### config.mk
export PLATFORM = sky130hd
export DESIGN_NAME = bus_strobe_gen
export DESIGN_NICKNAME = d
export VERILOG_FILES = /design/src/rtl/bsg_pkg.sv /design/src/rtl/bsg_div_stage.sv /design/src/rtl/bsg_timer_tap.sv /design/src/rtl/bus_strobe_gen.sv
export SDC_FILE = /design/constraint.sdc
export NUM_CORES = 1
export LEC_CHECK = 0
export ABC_AREA = 1
export BUFFER_PORTS_ARGS = -buffer_cell sky130_fd_sc_hd__buf_2
export CORE_MARGIN = 3
export CORE_UTILIZATION = 25
export CTS_BUF_LIST = sky130_fd_sc_hd__clkbuf_16
export CTS_CLUSTER_SIZE = 10
export DETAILED_ROUTE_END_ITERATION = 7
export PLACE_DENSITY = 0.4
export RECOVER_POWER = 25
export SETUP_SLACK_MARGIN = 0.4
export SLEW_MARGIN = 25
export SYNTH_ARGS = -nofsm -noshare
export SYNTH_HDL_FRONTEND = slang
export SYNTH_HIERARCHICAL = 1
export SYNTH_SLANG_ARGS = --single-unit
### constraint.sdc
create_clock -name clk -period 2.1 [get_ports clk]
set_clock_uncertainty 0.05 [all_clocks]
set_input_delay 0.105 -clock clk [delete_from_list [all_inputs] [get_ports clk]]
set_output_delay 0.105 -clock clk [all_outputs]
set_load 0.005 [all_outputs]
### src/rtl/bsg_pkg.sv
package bsg_pkg;
   localparam int AHB_SEL_W = 4;
   localparam int APB_SEL_W = 3;
   localparam int AHB_SH_W  = 4;
   localparam int APB_SH_W  = 3;
   localparam int AHB_CNT_W = 9;
   localparam int APB_CNT_W = 4;
   localparam int N_APB     = 2;

   // High-speed bus code to log2 of divide factor (16 is followed by 64)
   function automatic logic [AHB_SH_W-1:0] ahb_shift(input logic [AHB_SEL_W-1:0] sel);
      logic [AHB_SH_W-1:0] low;
      low = {1'b0, sel[2:0]};
      if (!sel[3])
         return '0;
      else if (sel[2:0] < 3'd4)
         return low + 4'd1;
      else
         return low + 4'd2;
   endfunction

   // Peripheral bus code to log2 of divide factor
   function automatic logic [APB_SH_W-1:0] apb_shift(input logic [APB_SEL_W-1:0] sel);
      if (!sel[2])
         return '0;
      else
         return {1'b0, sel[1:0]} + 3'd1;
   endfunction
endpackage

### src/rtl/bsg_div_stage.sv
module bsg_div_stage #(
   parameter int CW = 4,
   parameter int SW = 3
) (
   input  logic          clk,
   input  logic          rst_n,
   input  logic          adv,
   input  logic [SW-1:0] nxt_shift,
   output logic          hit,
   output logic [CW-1:0] cnt_q,
   output logic [SW-1:0] act_q
);
   localparam logic [CW-1:0] ONES = {CW{1'b1}};

   if (CW < 1) begin : g_bad_cw
      $error("bsg_div_stage: CW must be at least 1");
   end
   if ((2 ** SW) - 1 < CW) begin : g_bad_sw
      $error("bsg_div_stage: SW too narrow for CW");
   end

   logic [CW-1:0] lim;

   always_comb begin
      lim = ~(ONES << act_q);
      hit = adv && (cnt_q == lim);
   end

   always_ff @(posedge clk or negedge rst_n) begin
      if (!rst_n) begin
         cnt_q <= '0;
         act_q <= '0;
      end else if (adv) begin
         if (hit) begin
            cnt_q <= '0;
            act_q <= nxt_shift;
         end else begin
            cnt_q <= cnt_q + 1'b1;
         end
      end
   end
endmodule

### src/rtl/bsg_timer_tap.sv
module bsg_timer_tap #(
   parameter int CW = 4,
   parameter int SW = 3
) (
   input  logic          clk,
   input  logic          rst_n,
   input  logic          adv,
   input  logic          bnd,
   input  logic          mode_in,
   input  logic [CW-1:0] apb_cnt,
   input  logic [SW-1:0] apb_act,
   output logic          hit
);
   localparam logic [CW-1:0] ONES = {CW{1'b1}};

   if (CW < 2) begin : g_bad_cw
      $error("bsg_timer_tap: CW must be at least 2");
   end

   logic          mode_q;
   logic [SW-1:0] sub;
   logic [SW-1:0] tsh;
   logic [CW-1:0] mask;

   always_comb begin
      sub  = mode_q ? SW'(2) : SW'(1);
      tsh  = (apb_act > sub) ? (apb_act - sub) : '0;
      mask = ~(ONES << tsh);
      hit  = adv && ((apb_cnt & mask) == mask);
   end

   // mode is taken up only at the peripheral period boundary
   always_ff @(posedge clk or negedge rst_n) begin
      if (!rst_n)
         mode_q <= 1'b0;
      else if (bnd)
         mode_q <= mode_in;
   end
endmodule

### src/rtl/bus_strobe_gen.sv
module bus_strobe_gen
   import bsg_pkg::*;
#(
   parameter int TICK_DIV = 8
) (
   input  logic                 clk,
   input  logic                 rst_n,
   input  logic [AHB_SEL_W-1:0] ahb_div_sel,
   input  logic [APB_SEL_W-1:0] apbf_div_sel,
   input  logic [APB_SEL_W-1:0] apbs_div_sel,
   input  logic                 tim_mul_mode,
   output logic                 hclk_en,
   output logic                 pclk_fast_en,
   output logic                 pclk_slow_en,
   output logic                 tim_fast_en,
   output logic                 tim_slow_en,
   output logic                 tick_en
);
   localparam int TICK_SH   = $clog2(TICK_DIV);
   localparam int TICK_CW   = (TICK_SH < 1) ? 1 : TICK_SH;
   localparam int TICK_SW   = $clog2(TICK_CW + 1) + 1;
   localparam int N_STROBES = 2 + 2 * N_APB;

   if (TICK_DIV < 2 || (1 << TICK_SH) != TICK_DIV) begin : g_bad_tick
      $error("bus_strobe_gen: TICK_DIV must be a power of two of at least 2");
   end

   logic                 ahb_hit;
   logic [AHB_CNT_W-1:0] ahb_cnt;
   logic [AHB_SH_W-1:0]  ahb_act;

   bsg_div_stage #(.CW(AHB_CNT_W), .SW(AHB_SH_W)) u_ahb (
      .clk      (clk),
      .rst_n    (rst_n),
      .adv      (1'b1),
      .nxt_shift(ahb_shift(ahb_div_sel)),
      .hit      (ahb_hit),
      .cnt_q    (ahb_cnt),
      .act_q    (ahb_act)
   );

   logic [APB_SEL_W-1:0] apb_sel [N_APB];
   logic [N_APB-1:0]     apb_hit;
   logic [N_APB-1:0]     tim_hit;

   assign apb_sel[0] = apbf_div_sel;
   assign apb_sel[1] = apbs_div_sel;

   for (genvar d = 0; d < N_APB; d++) begin : g_apb
      logic [APB_CNT_W-1:0] cnt;
      logic [APB_SH_W-1:0]  act;

      bsg_div_stage #(.CW(APB_CNT_W), .SW(APB_SH_W)) u_div (
         .clk      (clk),
         .rst_n    (rst_n),
         .adv      (ahb_hit),
         .nxt_shift(apb_shift(apb_sel[d])),
         .hit      (apb_hit[d]),
         .cnt_q    (cnt),
         .act_q    (act)
      );

      bsg_timer_tap #(.CW(APB_CNT_W), .SW(APB_SH_W)) u_tim (
         .clk    (clk),
         .rst_n  (rst_n),
         .adv    (ahb_hit),
         .bnd    (apb_hit[d]),
         .mode_in(tim_mul_mode),
         .apb_cnt(cnt),
         .apb_act(act),
         .hit    (tim_hit[d])
      );
   end

   logic               tick_hit;
   logic [TICK_CW-1:0] tick_cnt;
   logic [TICK_SW-1:0] tick_act;

   bsg_div_stage #(.CW(TICK_CW), .SW(TICK_SW)) u_tick (
      .clk      (clk),
      .rst_n    (rst_n),
      .adv      (ahb_hit),
      .nxt_shift(TICK_SW'(TICK_SH)),
      .hit      (tick_hit),
      .cnt_q    (tick_cnt),
      .act_q    (tick_act)
   );

   // one register stage for all strobes keeps them mutually aligned
   logic [N_STROBES-1:0] strb_d, strb_q;

   assign strb_d = {tick_hit, tim_hit, apb_hit, ahb_hit};

   always_ff @(posedge clk or negedge rst_n) begin
      if (!rst_n)
         strb_q <= '0;
      else
         strb_q <= strb_d;
   end

   assign hclk_en      = strb_q[0];
   assign pclk_fast_en = strb_q[1];
   assign pclk_slow_en = strb_q[2];
   assign tim_fast_en  = strb_q[3];
   assign tim_slow_en  = strb_q[4];
   assign tick_en      = strb_q[5];
endmodule

==> run metrics <==
status=completed; CP Cell Sequence=inv_4, nand2_4, nand2_1, nand2_1, nor2_1, nand2_1, nor2_4, nand3_4, buf_4, inv_4, buf_4, nand2_1, xor2_1, nand2_1, inv_1; CP most frequent cell=nand2_1; crit start category=flip-flop; WHS Path Cells=3; largest net degree at the start of global routing=42; FP Rows=38; layout cells sized above 1=0.210; worst endpoint required time=2230 ps; Final Hold Fails=0; Post-route DRC=0; gpl congestion=0.819; GRT overflow=0; clock-pin slew on the worst setup and hold paths=60 ps; first-pass GRT wire length=11.7 mm; cell count after placement=605; via count=2,637; RSZ-0062 raised after global routing=yes; DR vias/cell=4.21; # diodes=0; synth warn=6; width of the die=114 um; critical path's slowest cell=dfrtp_2; Final period util=0.949; Avg WL per Cell=10.7 um; Clock Latency Late Sink=280 ps; die area=0.0131 mm^2; Cells after Synth=429; Crit path arrival time=2120 ps; Final Critical Period=1990 ps; Post-DRT Antenna Nets=0; core outline area=0.0112 mm^2; vias in the first global route=2,536; DP HPWL=4.94 mm; mean post-synth cell area=6.85 um^2; Starting Density=0.263; Distinct cells, synth=25; largest family of logic cells by synthesized area=simple AND/OR/NAND/NOR gates; Seq cells post-synth=41; H-tree levels=2; CP Capture Type=flip-flop; total track usage=0.109; slowest stage delay, CP=470 ps; synthesized area=0.00294 mm^2; Slew HR=0.267; hold_ws=33.8 ps; Worst VDD drop=353 uV; Die Y-Extent=114 um; final setup vio count=0; PD cells=572 mW/mm^2; post-synthesis mux area share=0; clk sinks=41; Tightest Pin Transition=1100 ps; Detailed Route WL=6.68 mm; port bufs=18; Worst R2R Path Depth=15; Synth Area in Simple Gates=0.432; Max Slew Vio Count=0; CP max FO=7; initial antenna violation count=0; Adder-Cell Fraction of Synth Area=0.0605; compound-cell area share of the yosys netlist=0.0273; Max-Cap Viols=0; # IOs=19; Clock Path Buffers=2; Setup Crit Path Kind=flip-flop to flip-flop; f_max=0.502 GHz; Post-Synth XOR/XNOR Area=0.0358; sequential area share after synthesis=0.349; clock buffers created by TritonCTS=5; leakage=0.00205 uW; Layout Cells excl Fill=626; Pre-Repair DR Iteration Count=4; Final #Nets=511; CTS root buf=clkbuf_16; CTS tree=yes; worst min path class=input port to flip-flop; 1st-iter DRT viols=64; P&R area growth vs syn=24.5%
## worst paths after layout
check / from / endpoint / slack (ps)
min reg2reg: u_tick/act_q[0]$_DFFE_PN0P_ / u_tick/act_q[0]$_DFFE_PN0P_ / 460
min in group asynchronous: rst_n / u_ahb/act_q[3]$_DFFE_PN0P_ / 600
max: u_ahb/act_q[3]$_DFFE_PN0P_ / u_tick/cnt_q[2]$_DFFE_PN0P_ / 110
max reg2reg: u_ahb/act_q[3]$_DFFE_PN0P_ / u_tick/cnt_q[2]$_DFFE_PN0P_ / 110
max in group asynchronous: rst_n / u_ahb/act_q[1]$_DFFE_PN0P_ / 670
min: tim_mul_mode / g_apb[0].u_tim/mode_q$_DFFE_PN0P_ / 30
## sequential cells by signal, indices dropped and copies added, names as in the netlist
name,count
g_apb.u_tim/mode_q,2
strb_q,6
g_apb.u_div/act_q,6
u_tick/cnt_q,3
u_tick/act_q,3
u_ahb/act_q,4
u_ahb/cnt_q,9
g_apb.u_div/cnt_q,8
## stage by stage
stage / util / total power [uW] / instance area [um^2] / worst slack, ps / setup TNS (ps)
2_1_floorplan: - / 1200 / 2990 / 123 / 0
3_3_place_gp: 0.300 / 1320 / 3350 / 2.32 / 0
3_5_place_dp: 0.300 / 1330 / 3350 / -4.46 / -4.46
4_1_cts: 0.320 / 2140 / 3570 / 116 / 0
5_1_grt: 0.327 / 2250 / 3650 / -55.7 / -254
6_report: 0.327 / 2090 / 3650 / 106 / 0
## area by class of cell
class                   count  area (um^2)
clock buffers               5          125
fillers                  1217         7520
repair buffers             41          267
well taps                 140          175
repair inverters            1         6.26
clock inverters             3         17.5
inverters                  72          285
flip-flops and latches     41         1030
multi-input cells         323         1750
## cell usage in the layout, fill, tap and decap left out, drive strengths merged
| master | netlist | final |
|---|---|---|
| nand2 | 166 | 166 |
| inv | 72 | 73 |
| nor2 | 53 | 53 |
| dfrtp | 41 | 41 |
| nand3 | 41 | 41 |
| buf | 0 | 39 |
| ha | 11 | 11 |
| nand4 | 11 | 11 |
| xor2 | 10 | 10 |
| conb | 2 | 9 |
| clkbuf | 0 | 6 |
| o21ai | 4 | 4 |
| o21bai | 3 | 3 |
| nand3b | 3 | 3 |
| a21oi | 3 | 3 |
| clkinv | 0 | 2 |
| o211ai | 2 | 2 |
| fa | 2 | 2 |
| xnor2 | 2 | 2 |
| clkinvlp | 0 | 1 |
| a21boi | 1 | 1 |
| dlygate4sd3 | 0 | 1 |
| nor2b | 1 | 1 |
| nor3 | 1 | 1 |
## power breakdown
part / leakage [uW] / total [uW] / switching, uW / internal, uW
logic: 0.00147 / 400 / 236 / 164
clock network: 0.0000696 / 763 / 326 / 436
registers: 0.000510 / 927 / 76.7 / 850
total: 0.00205 / 2090 / 639 / 1450
## worst max-delay path, delay by kind of cell, from the launching register on
kind                   cells  cell delay [ps]
buffers and inverters      5              500
XOR/XNOR                   1              130
flip-flops                 1              470
AND/OR/NAND/NOR            9              710
## cell families (layout without fill, tap and decap cells)
family | after synthesis | in the layout
AOI/OAI and AO/OA | 13 | 13
xor gates and xnor gates | 12 | 12
adders and majority gates | 13 | 13
buffers and inverters | 72 | 122
DFF | 41 | 41
other | 2 | 9
and+or+nand+nor | 276 | 276
## synth_stat cells
cell,count,area share
nand2_2,5,0.011
inv_2,6,0.0077
nor2b_1,1,0.0021
fa_1,2,0.014
nor2_4,6,0.023
nand2_1,161,0.21
a21boi_0,1,0.0026
o211ai_1,2,0.0051
nand3_4,4,0.024
nor3_1,1,0.0017
xnor2_1,2,0.0060
o21ai_0,4,0.0068
nand3_2,4,0.014
nand4_1,11,0.023
ha_1,11,0.047
nor2_2,5,0.011
xor2_1,10,0.030
conb_1,2,0.0026
inv_1,66,0.084
nor2_1,42,0.054
nand3b_1,3,0.0077
dfrtp_1,41,0.35
nand3_1,33,0.056
a21oi_1,3,0.0051
o21bai_1,3,0.0077
## routing by layer
layer | up-vias | part of all wire | global-route usage
met5 | - | 0 | 0
met4 | 0 | 0.0057 | 0.0261
met3 | 2 | 0.021 | 0.0196
met2 | 19 | 0.47 | 0.183
met1 | 1194 | 0.50 | 0.146
li1 | 1422 | - | -
## what timing repair did
| item | in CTS | in global routing |
|---|---|---|
| setup buffers | 5 | 6 |
| resized for setup | 11 | 17 |
| hold endpoints to repair | 41 | 0 |
| pin swaps | 8 | 14 |
| endpoints found under the setup margin | 37 | 40 |
| gates cloned | 1 | 0 |
| hold buffers | 1 | 0 |
(Power assumes the default switching activity.)
